===== config.mk =====
export PLATFORM = sky130hd
export DESIGN_NAME = burst_addr_seq
export DESIGN_NICKNAME = d
export VERILOG_FILES = /design/src/rtl/burst_pkg.sv /design/src/rtl/burst_start_arb.sv /design/src/rtl/burst_beat_ctr.sv /design/src/rtl/burst_base_reg.sv /design/src/rtl/burst_addr_seq.sv
export SDC_FILE = /design/constraint.sdc
export NUM_CORES = 1
export LEC_CHECK = 0
export ABC_AREA = 1
export BUFFER_PORTS_ARGS = -buffer_cell sky130_fd_sc_hd__buf_2
export CAP_MARGIN = 10
export CORE_MARGIN = 4
export CORE_UTILIZATION = 41
export CTS_CLUSTER_SIZE = 28
export DETAILED_ROUTE_END_ITERATION = 16
export PLACE_DENSITY = 0.74
export REMOVE_ABC_BUFFERS = 1
export SLEW_MARGIN = 20
export SYNTH_ARGS = -nofsm -noshare
export SYNTH_HDL_FRONTEND = slang
export SYNTH_SLANG_ARGS = --single-unit

===== constraint.sdc =====
create_clock -name clk -period 0.9 [get_ports clk]
set_input_delay 0.18 -clock clk [delete_from_list [all_inputs] [get_ports clk]]
set_output_delay 0.18 -clock clk [all_outputs]
set_load 0.02 [all_outputs]

===== src/rtl/burst_pkg.sv =====
package burst_pkg;
  localparam int BEAT_W = 2;

  typedef enum logic [1:0] {
    SRC_NONE = 2'd0,
    SRC_CPU  = 2'd1,
    SRC_CTL  = 2'd2
  } load_src_e;

  // Low address bits for a given start offset and beat count.
  function automatic logic [BEAT_W-1:0] beat_offset(
    input logic [BEAT_W-1:0] start,
    input logic [BEAT_W-1:0] cnt,
    input logic              lin
  );
    logic [BEAT_W-1:0] res;
    if (lin) res = start + cnt;
    else     res = start ^ cnt;
    return res;
  endfunction
endpackage


===== src/rtl/burst_start_arb.sv =====
module burst_start_arb
  import burst_pkg::*;
(
  input  logic      clk,
  input  logic      rst_n,
  input  logic      cen,
  input  logic      strb_cpu,
  input  logic      strb_ctl,
  output logic      load_now,
  output load_src_e load_src
);
  logic sel_cpu;
  logic sel_ctl;

  assign sel_cpu  = strb_cpu & cen;
  assign sel_ctl  = strb_ctl & cen & ~sel_cpu;
  assign load_now = sel_cpu | sel_ctl;

  always_comb begin
    if (sel_cpu)      load_src = SRC_CPU;
    else if (sel_ctl) load_src = SRC_CTL;
    else              load_src = SRC_NONE;
  end

  // at most one source is selected in any cycle
  a_r5_one_source: assert property (@(posedge clk) disable iff (!rst_n)
    $onehot0({sel_cpu, sel_ctl}));

  // no capture without chip enable
  a_r4_cen_gate: assert property (@(posedge clk) disable iff (!rst_n)
    !cen |-> (load_src == SRC_NONE));
endmodule


===== src/rtl/burst_beat_ctr.sv =====
module burst_beat_ctr
  import burst_pkg::*;
(
  input  logic              clk,
  input  logic              rst_n,
  input  logic              load_now,
  input  logic              adv,
  output logic [BEAT_W-1:0] cnt
);
  logic [BEAT_W-1:0] cnt_next;

  always_comb begin
    cnt_next = cnt;
    if (load_now) cnt_next = '0;
    else if (adv) cnt_next = cnt + BEAT_W'(1);
  end

  always_ff @(posedge clk or negedge rst_n) begin
    if (!rst_n) cnt <= '0;
    else        cnt <= cnt_next;
  end

  a_r2_load_clears_beat: assert property (@(posedge clk) disable iff (!rst_n)
    load_now |=> (cnt == '0));

  a_r6_step: assert property (@(posedge clk) disable iff (!rst_n)
    (!load_now && adv) |=> (cnt == $past(cnt) + BEAT_W'(1)));

  a_r7_suspend: assert property (@(posedge clk) disable iff (!rst_n)
    (!load_now && !adv) |=> $stable(cnt));
endmodule


===== src/rtl/burst_base_reg.sv =====
module burst_base_reg #(
  parameter int ADDR_W = 20
) (
  input  logic              clk,
  input  logic              rst_n,
  input  logic              load_now,
  input  logic [ADDR_W-1:0] ld_addr,
  output logic [ADDR_W-1:0] base
);
  always_ff @(posedge clk or negedge rst_n) begin
    if (!rst_n)        base <= '0;
    else if (load_now) base <= ld_addr;
  end

  a_r6_base_held: assert property (@(posedge clk) disable iff (!rst_n)
    !load_now |=> $stable(base));

  a_r11_base_taken: assert property (@(posedge clk) disable iff (!rst_n)
    load_now |=> (base == $past(ld_addr)));
endmodule


===== src/rtl/burst_addr_seq.sv =====
module burst_addr_seq
  import burst_pkg::*;
#(
  parameter int ADDR_W = 20
) (
  input  logic              clk,
  input  logic              rst_n,
  input  logic              cen,
  input  logic              strb_cpu,
  input  logic              strb_ctl,
  input  logic              adv,
  input  logic              order_lin,
  input  logic [ADDR_W-1:0] ld_addr,
  output logic [ADDR_W-1:0] cur_addr,
  output logic [1:0]        beat
);
  localparam int HI_W = ADDR_W - BEAT_W;

  logic              load_now;
  load_src_e         load_src;
  logic [BEAT_W-1:0] cnt;
  logic [ADDR_W-1:0] base;
  logic [BEAT_W-1:0] low_bits;

  burst_start_arb u_arb (
    .clk      (clk),
    .rst_n    (rst_n),
    .cen      (cen),
    .strb_cpu (strb_cpu),
    .strb_ctl (strb_ctl),
    .load_now (load_now),
    .load_src (load_src)
  );

  burst_beat_ctr u_ctr (
    .clk      (clk),
    .rst_n    (rst_n),
    .load_now (load_now),
    .adv      (adv),
    .cnt      (cnt)
  );

  burst_base_reg #(.ADDR_W(ADDR_W)) u_base (
    .clk      (clk),
    .rst_n    (rst_n),
    .load_now (load_now),
    .ld_addr  (ld_addr),
    .base     (base)
  );

  assign low_bits = beat_offset(base[BEAT_W-1:0], cnt, order_lin);
  assign cur_addr = {base[ADDR_W-1:BEAT_W], low_bits};
  assign beat     = cnt;

  // at beat 0 the array sees the start offset in either order
  a_r10_wrap_offset: assert property (@(posedge clk) disable iff (!rst_n)
    (cnt == '0) |-> (cur_addr[BEAT_W-1:0] == base[BEAT_W-1:0]));

  a_r6_upper_stable: assert property (@(posedge clk) disable iff (!rst_n)
    (load_src == SRC_NONE) |=> (cur_addr[ADDR_W-1:BEAT_W] == $past(cur_addr[ADDR_W-1:BEAT_W])));

  a_r7_addr_hold: assert property (@(posedge clk) disable iff (!rst_n)
    (!load_now && !adv && $stable(order_lin)) |=> ($stable(cur_addr) || !$stable(order_lin)));

  initial begin
    a_r1_width: assert (HI_W >= 1);
  end
endmodule


Yosys cells after proc, flatten, opt, wreduce, memory -nomap -nowiden
Cells that the tools add are included.

storage, ports and cells
  register bits = 22
  bits in latches = 0
  bits in writable memories = 0
  memory bits (read-only) = 0
  bits of input ports = 27
  output and inout bits = 22
  logic and storage cells = 14
  memories kept = 0

operators by class
  add/sub/neg operators = 2
  $mul = 0
  div/mod/pow operators = 0
  magnitude comparators = 0
  equal/unequal tests = 0
  shifts and indexed selects = 0
  muxes and demuxes = 3
  bitwise operators = 6
  reduce and logical (&&, ||, !) cells = 1

operators with widths
  kind                   number
  $mux W2                3
  $and A1 B1 Y1          3
  $add A2 B1 Y2 const B  1
  $add A2 B2 Y2          1
  $reduce_bool A2 Y1     1
  $xor A2 B2 Y2          1
  $not A1 Y1             1
  $or A1 B1 Y1           1

Longest topological paths before layout
  word-level depth = 5
  gate-level depth with buffers = 6
  gate-level depth less buffers = 6

Modules after synthesis
Synthesis repeated with hierarchy kept, for this count alone.

second synthesis, totals
  cells, all modules = 115
  area total of the unflattened synthesis = 942.2 um^2

modules (own cells, without submodules)
  module           instances  cells each  area each (um^2)  seq. area each (um^2)
  burst_base_reg   1          85          767.0             500.5
  burst_beat_ctr   1          11          86.3              50.0
  burst_addr_seq   1          13          60.1              0.0
  burst_start_arb  1          6           28.8              0.0

Least setup slack after synthesis
OpenSTA, ideal clock, no wires.

  path type = register to output
  from = register u_ctr.cnt[0]
  to = output cur_addr[1]
  arrival time = 1,036 ps
  data required time = 720 ps
  slack = -316 ps
  stages on the path, launching flop included = 7
  path buffers = 0
  cells stage by stage = dfrtp_1 -> ha_1 -> nand2_1 -> inv_1 -> nand3_1 -> nand2_1 -> inv_1

on the way
  longest elaborated chain between the ends = 2

ends and longest elaborated chain
  element                 RTL line              text
  start, declared         burst_beat_ctr.sv:8   output logic [BEAT_W-1:0] cnt
  start signal, assigned  burst_beat_ctr.sv:20  else cnt <= cnt_next;
  $add A2 B2 Y2           burst_pkg.sv:17       if (lin) res = start + cnt;
  $mux W2                 burst_pkg.sv:17
  end, declared           burst_addr_seq.sv:14  output logic [ADDR_W-1:0] cur_addr,

No other way between the ends.

Worst setup path after layout
Ends and elaborated chain as after synthesis.

==> out/qor.txt <==
Slew Limit Headroom: 67.8%
WL/cell: 12.5 µm
Critical path class: reg -> out
CP top delay family: flip-flops
Worst-Margin Slew: 483 ps
Die Span Y: 59.6 µm
Startpoint of the lowest-slack hold path: ld_addr[11]
Initial antenna violation count: 0
Core area: 2500 µm²
Port Buffers: 48
Critical Path AT: 1240 ps
Seq/Total Area, Yosys: 50.4%
Critical-path cell list: ha_2 > nand2_2 > inv_2 > nand3_2 > nand2_1 > inv_1 > buf_6
Peak VDD IR: 0.00110 V
Worst min path class: in -> reg
CTS clock-pin slew for the worst setup and hold paths: 120 ps
Final Hold Fails: 0
Setup slack after layout: -518 ps
Final setup viols: 24
DIE AREA: 3550 µm²
MaxCap Viol Count: 0
Largest net degree at the start of global routing: 23
Final Cell Area: 1560 µm²
First-pass GRT wire length: 4340 µm
CP Buf/Inv Count: 3
Worst path required time: 720 ps
Vias in the first global route: 1048
Drt drc: 0
Pwr dens: 1720 nW/µm²
Critical path endpoint category: output pin
Starting Density: 43.7%
RSZ-0062 raised after global routing: true
WL final: 2590 µm
Max H-tree Level: 1
IO Count: 49
Mapped Avg Cell Area: 8.47 µm²
Fin crit share: 158%
Rows: 18
Library cells used by synthesis: 12
Nets: 206
Total gr overflow: 0
Post-route ant nets: 0
Detailed Place HPWL: 1840 µm
Clock sinks: 22
N_diodes: 0
Latest clock arrival within the worst-skew pair: 290 ps
Area leader, netlist: dfrtp_1
GRT Overall Usage: 15.9%
DR vias/cell: 4.67
Worst Clk Skew: 0.111 ps
CTS tree: built
Crit path max fanout: 2
CTS Buffer Depth: 2
Final RePlAce weighted congestion: 0.674
Synth top area cells: dfrtp_1 (50%), nand2_1 (16%), buf_4 (13%), nand3_1 (11%), buf_6 (2.1%)
Shortest period the worst path allows: 1420 ps
Drt first-iter violations: 23
Critical Path Start: u_ctr.cnt[0]$_DFFE_PN0P_
Num CTS Buffers: 3
Synth Register Bits: 22
Crit. path cell count: 7
Setup_tns: -3810 ps
Status: complete, but fails checks
Hold depth: 3
Root buf cell: clkbuf_4
Slowest CP cell: dfrtp_1
Fraction of layout cells with a size suffix above 1: 46.9%
Area share of the largest cell type after synthesis: 50.4%
Total number of vias: 967
Die W: 59.6 µm
Post-Place Cell Area: 1280 µm²
Highest clock rate: 705 MHz
Warnings from Yosys: 0
R2r worst-path depth: 6
DRT Pass-1 Iters: 4
Max-slew violations: 0
CP startpoint kind: flop
Failing checks: setup timing
RR Startpoint: u_ctr.cnt[0]$_DFFE_PN0P_
Largest stage delay, worst path: 400 ps
Syn Inst Count: 129
Synth-to-layout area growth: 42.6%
Post-Syn Area: 1090 µm²
P_leak: 0.875 nW
[layout make-up]
cell class                 count  area (µm²)
timing repair buffer          68         547
sequential                    22         551
inverter                       5        18.8
clock buffer                   4        36.3
multi-input combinational     78         368
tap                           30        37.5
fill                         218         942
[per-stage QoR]
step / std cells / setup slack, ps / utilization [%] / power, mW / hold WS [ps]
6_report: 207 / -518 / 62.3 / 2.68 / 67.8
5_1_grt: 207 / -593 / 62.3 / 2.86 / 61.7
4_1_cts: 202 / -550 / 59.6 / 2.65 / 55.8
3_5_place_dp: 193 / -249 / 51.1 / 1.89 / 170
3_3_place_gp: 193 / -224 / 51.1 / 1.86 / 166
2_1_floorplan: 105 / -316 / - / 1.56 / -116
[report_power, final]
| group | total (mW) | internal (mW) | switching [mW] |
|---|---|---|---|
| sequential | 1.20 | 1.11 | 0.0950 |
| combinational | 0.949 | 0.495 | 0.453 |
| clock | 0.525 | 0.246 | 0.278 |
[cells in the mapped netlist, drive strengths merged]
library cell,count
nor3,1
buf,24
o21ai,1
inv,5
dfrtp,22
nand3,23
ha,1
nor2,3
nand2,49
[cell usage in the layout (no fill, tap or decap)]
cell type | netlist | layout
nand2_1 | 47 | 45
buf_2 | 3 | 26
buf_6 | 2 | 23
dfrtp_1 | 22 | 22
nand3_1 | 23 | 20
buf_4 | 19 | 17
nand2_2 | 2 | 4
inv_1 | 5 | 3
nand3_2 | 0 | 3
clkbuf_4 | 0 | 3
inv_2 | 0 | 2
nor2_1 | 3 | 2
nor2_2 | 0 | 1
o21ai_1 | 0 | 1
nor3_2 | 1 | 1
ha_2 | 0 | 1
clkbuf_8 | 0 | 1
dlygate4sd3_1 | 0 | 1
buf_12 | 0 | 1
[cells by family after synthesis]
family	after synthesis	synth area share (%)
flops	22	50.4
buf+inv	29	18.2
simple gates	76	29.8
compound gates	1	0.458
fa+ha+maj	1	1.15
[per-layer routing]
metal / up-vias / routed length, µm / track usage (%)
li1: 484 / - / -
met1: 451 / 1050 / 20.1
met2: 32 / 1390 / 28.2
met3: 0 / 148 / 2.61
met4: 0 / 0 / 3.80
met5: - / 0 / 0
[flip-flops by register name, indices dropped and copies added, names as in the netlist]
register     count
u_base.base     20
u_ctr.cnt        2
[worst paths after layout]
path | slack [ps] | endpoint
max | -520 | cur_addr[1]
min | 70 | u_base.base[11]$_DFFE_PN0P_
max reg2reg | -80 | u_ctr.cnt[1]$_DFFE_PN0P_
min reg2reg | 550 | u_base.base[7]$_DFFE_PN0P_
max in group asynchronous | 210 | u_ctr.cnt[0]$_DFFE_PN0P_
min in group asynchronous | 350 | u_base.base[12]$_DFFE_PN0P_
[worst register-to-register path: stages, from the launching register on]
cell and delay (ps):
dfrtp_1 400, buf_4 140, buf_6 120, nand2_2 60, inv_2 40, nor2_2 90
nor2_1 40
[what timing repair did]
item | 4_1_cts | 5_1_grt
cloned | 0 | 0
pin swaps | 4 | 8
resized for setup | 44 | 11
hold buffers | 1 | 0
endpoints found under the setup margin | 22 | 26
endpoints found under the hold margin | 22 | 0
setup buffers | 4 | 5
Power figures use the tool's default switching activity.
